<file path="config.mk">
export PLATFORM = sky130hd
export DESIGN_NAME = clk_advance_ctrl
export DESIGN_NICKNAME = d
export VERILOG_FILES = /design/src/rtl/cca_pkg.sv /design/src/rtl/cca_consensus.sv /design/src/rtl/cca_edge_counter.sv /design/src/rtl/clk_advance_ctrl.sv
export SDC_FILE = /design/constraint.sdc
export NUM_CORES = 1
export LEC_CHECK = 0
export CORE_UTILIZATION = 39
export DETAILED_ROUTE_END_ITERATION = 6
export DONT_BUFFER_PORTS = 1
export GPL_TIMING_DRIVEN = 0
export PLACE_DENSITY = 0.63
export REMOVE_ABC_BUFFERS = 1
export SYNTH_ARGS = -nofsm -noshare
export SYNTH_HDL_FRONTEND = slang
export SYNTH_HIERARCHICAL = 1
export SYNTH_SLANG_ARGS = --single-unit
</file>
<file path="constraint.sdc">
create_clock -name uclk_i -period 3 [get_ports uclk_i]
set_clock_uncertainty 0.15 [all_clocks]
set_input_delay 0.6 -clock uclk_i [delete_from_list [all_inputs] [get_ports uclk_i]]
set_output_delay 0.6 -clock uclk_i [all_outputs]
set_load 0.01 [all_outputs]
</file>
<file path="src/rtl/cca_pkg.sv">
package cca_pkg;

    localparam int unsigned DEFAULT_PEERS = 4;
    localparam int unsigned DEFAULT_CNT_W = 32;

    // Registered state of the grant stage.
    typedef struct packed {
        logic grant;
    } grant_state_t;

endpackage

</file>
<file path="src/rtl/cca_consensus.sv">
module cca_consensus #(
    parameter int unsigned NUM_PEERS = 4
) (
    input  logic [NUM_PEERS-1:0] ready_i,
    output logic                 all_ready_o
);

    // Chain of partial products: link[i] is high when bits below i are all ready.
    logic [NUM_PEERS:0] link;

    assign link[0] = 1'b1;

    for (genvar i = 0; i < NUM_PEERS; i++) begin : g_link
        assign link[i+1] = link[i] & ready_i[i];
    end

    assign all_ready_o = link[NUM_PEERS];

endmodule

</file>
<file path="src/rtl/cca_edge_counter.sv">
module cca_edge_counter #(
    parameter int unsigned CNT_W      = 32,
    parameter bit          HAS_COUNTER = 1'b1
) (
    input  logic             uclk_i,
    input  logic             rst_ni,
    input  logic             step_i,
    output logic [CNT_W-1:0] count_o
);

    if (HAS_COUNTER) begin : g_count
        logic [CNT_W-1:0] count_d, count_q;

        always_comb begin
            count_d = count_q;
            if (step_i) begin
                count_d = count_q + CNT_W'(1);
            end
        end

        always_ff @(posedge uclk_i or negedge rst_ni) begin
            if (!rst_ni) begin
                count_q <= '0;
            end else begin
                count_q <= count_d;
            end
        end

        assign count_o = count_q;
    end else begin : g_no_count
        logic unused_step;
        assign unused_step = step_i;
        assign count_o     = '0;
    end

endmodule

</file>
<file path="src/rtl/clk_advance_ctrl.sv">
module clk_advance_ctrl
    import cca_pkg::*;
#(
    parameter int unsigned NUM_PEERS   = DEFAULT_PEERS,
    parameter int unsigned CNT_W       = DEFAULT_CNT_W,
    parameter bit          HAS_COUNTER = 1'b1
) (
    input  logic                 uclk_i,
    input  logic                 rst_ni,
    input  logic [NUM_PEERS-1:0] ready_i,
    output logic                 cclk_en_o,
    output logic [CNT_W-1:0]     edge_count_o
);

    logic         all_ready;
    grant_state_t state_d, state_q;

    cca_consensus #(
        .NUM_PEERS (NUM_PEERS)
    ) u_consensus (
        .ready_i     (ready_i),
        .all_ready_o (all_ready)
    );

    // Next-state: grant the coming controlled edge only on full consensus.
    always_comb begin
        state_d       = state_q;
        state_d.grant = all_ready;
    end

    always_ff @(posedge uclk_i or negedge rst_ni) begin
        if (!rst_ni) begin
            state_q <= '0;
        end else begin
            state_q <= state_d;
        end
    end

    cca_edge_counter #(
        .CNT_W       (CNT_W),
        .HAS_COUNTER (HAS_COUNTER)
    ) u_counter (
        .uclk_i  (uclk_i),
        .rst_ni  (rst_ni),
        .step_i  (state_d.grant),
        .count_o (edge_count_o)
    );

    assign cclk_en_o = state_q.grant;

endmodule

</file>
==> results_dict.tcl <==
set metrics [dict create \
    arrival_ns 2.24 \
    synth_cell_type_count 20 \
    crit_family "simple AND/OR/NAND/NOR gates" \
    synth.avg_cell_area_um2 11.9 \
    syn_inst 125 \
    die_area_um2 4050 \
    core_area_um2 3660 \
    finalMaxSlewViolations 0 \
    grt_use_total_pct 17.0 \
    timing_hold_violations_final 0 \
    critPathBufInv 0 \
    timing.rr.start "u_counter/count_o[5]" \
    synth_seq_cells 33 \
    start_util_pct 40.5 \
    final_util_pct 45.7 \
    min_path_type "flop to flop" \
    cts-buffers-inserted 5 \
    leakage_nw 0.761 \
    first_pass_iters 3 \
    p_total_uw 948 \
    cp-startpoint "ready_i[2]" \
    routed_via_density 5.45 \
    htree_levels 2 \
    yosysSeqAreaShare_pct 55.7 \
    placement.io_buffers 0 \
    synth_area_leaders "dfrtp_1, xnor2_1, xor2_1, nand4_1, nand3_1" \
    p_per_area_nw_per_um2 566 \
    status "complete, no violations" \
    ctsResizeCount 0 \
    rrSetupSlack_ns 0.90 \
    synth_top_flop_cell "dfrtp_1" \
    die_w_um 63.7 \
    mostFrequentLayoutCells "dfrtp_1, xnor2_1, xor2_1, nand2_1, nand4_1" \
    syn_area_um2 1480 \
    min_period_over_period_pct 74.4 \
    maxCapViolCount 0 \
    tns_ns 0 \
    drt_wl_total_um 2920 \
    clock_latency_ns 0.28 \
    synth-edff-count 0 \
    min_period_ns 2.23 \
    clkSinkCount 33 \
    synth-async-reset-ratio_pct 100 \
    max_slew.worst_pin.slew_ns 0.761 \
    layout_commonest_cell "dfrtp_1" \
    antennaDiodeCount 0 \
    grt_pass1_vias 1067 \
    nNetsFinal 141 \
    wl_per_cell_um 16.0 \
    slowest_delay_ns 0.70 \
    vias 998 \
    yosysTopAreaCell "dfrtp_1" \
    max_slew_margin_pct 48.8 \
    path_max_fanout 7 \
    drtIter0Drc 62 \
    path_class "input pin to flop" \
    synth_top_area_share_pct 55.7 \
    crit_slowest_cell "nor4_1" \
    final-setup-viol-count 0 \
    grt_pass1_wl_um 5140 \
    die_y_um 63.7 \
    ir_drop_uv 226 \
    grt_max_degree 34 \
    cts-root-buf "clkbuf_8" \
    route.detailed.drc 0 \
    yosysWarnings 6 \
    rows 22 \
    finalWeightedCongestion 0.768 \
    cp_data_required_time_ns 3.01 \
    io_pins 39 \
    clock.fmax_mhz 448 \
    clockBufferDepth 2 \
    cp-end-kind "flop" \
    clk_pin_slew_ns 0.06 \
    min_from "u_counter/count_o[31]" \
    start_kind "input pin" \
    drive_above_1_share_pct 11.1 \
    path_cells "and4_1, nand4_4, nor4_1, nand4_1, xnor2_1" \
    gr-total-overflow 0 \
    area.growth.synth_to_final_pct 12.9 \
    cts_tree "yes" \
    rsz0062_at_grt "false" \
    holdWs_ns 0.386 \
    grt_antenna_before_repair 0 \
    antenna_left 0 \
    hpwl_um 2100 \
]
synthesized netlist by cell type, types with 2 or more instances:
cell,instances
nor4_1,4
nor3_1,5
dfrtp_1,33
nor2_1,3
and4_1,4
nand2_1,10
and3_1,4
nor4_2,2
nand3_1,9
xnor2_1,19
xor2_1,12
and2_1,2
inv_1,2
nand4_1,10
area by class of cell:
cell class                 instances  area (um2)
fill                             328        1990
sequential                        33         826
multi-input combinational         90         649
clock buffer                       7        96.3
tap                               48        60.1
timing repair buffer               2        30.0
inverter                           2        7.51
clock inverter                     1        5.00
registers in the layout (all words and copies together), names as in the netlist:
register           count
cclk_en_o              1
u_counter/count_o     32
per-stage QoR:
stage / setup WS, ns / cells / instance area [um2]
finish: 0.768 / 183 / 1670
floorplan: 0.719 / 125 / 1480
detailed placement: 0.454 / 173 / 1540
CTS: 0.758 / 183 / 1670
global placement: 0.435 / 173 / 1540
global route: 0.538 / 183 / 1670
cells by family (layout without fill, tap and decap cells):
kind of cell	Yosys count	after routing	share of synthesized area, %
AND/OR/NAND/NOR	57	57	23.9
XOR/XNOR	31	31	18.3
buffers and inverters	2	12	0.507
adder cells (fa/ha/maj)	1	1	0.844
multiplexers	1	1	0.759
flip-flops	33	33	55.7
path summary, 6_finish.rpt:
| check | end | cells past startpoint |
|---|---|---|
| hold reg to reg | u_counter/count_o[31] | 1 |
| max in group asynchronous | u_counter/count_o[9] | 2 |
| setup reg to reg | u_counter/count_o[27] | 4 |
| min in group asynchronous | u_counter/count_o[22] | 2 |
| hold / removal | u_counter/count_o[31] | 1 |
| setup / recovery | u_counter/count_o[27] | 5 |
repair_timing:
item / in CTS / in global routing
hold endpoints to repair: 33 / 0
hold buffers: 2 / 0
buffers inserted: 0 / 0
routing by layer:
metal,GRT usage (%),wire (um)
met1,19.7,1260
met5,0,0
met4,9.38,66
met3,6.88,191
met2,26.5,1400
report_power, final:
part           switching [mW]  internal (mW)
registers              0.0570          0.470
clock network           0.155          0.207
logic                  0.0310         0.0289
total                   0.243          0.706
worst reg2reg max path, cell delays in order, from the launching register on:
cell and delay, ns:
dfrtp_1 0.49, nand4_1 0.26, nor4_2 0.70, nand4_1 0.21
xnor2_1 0.17
(Power assumes the default switching activity.)
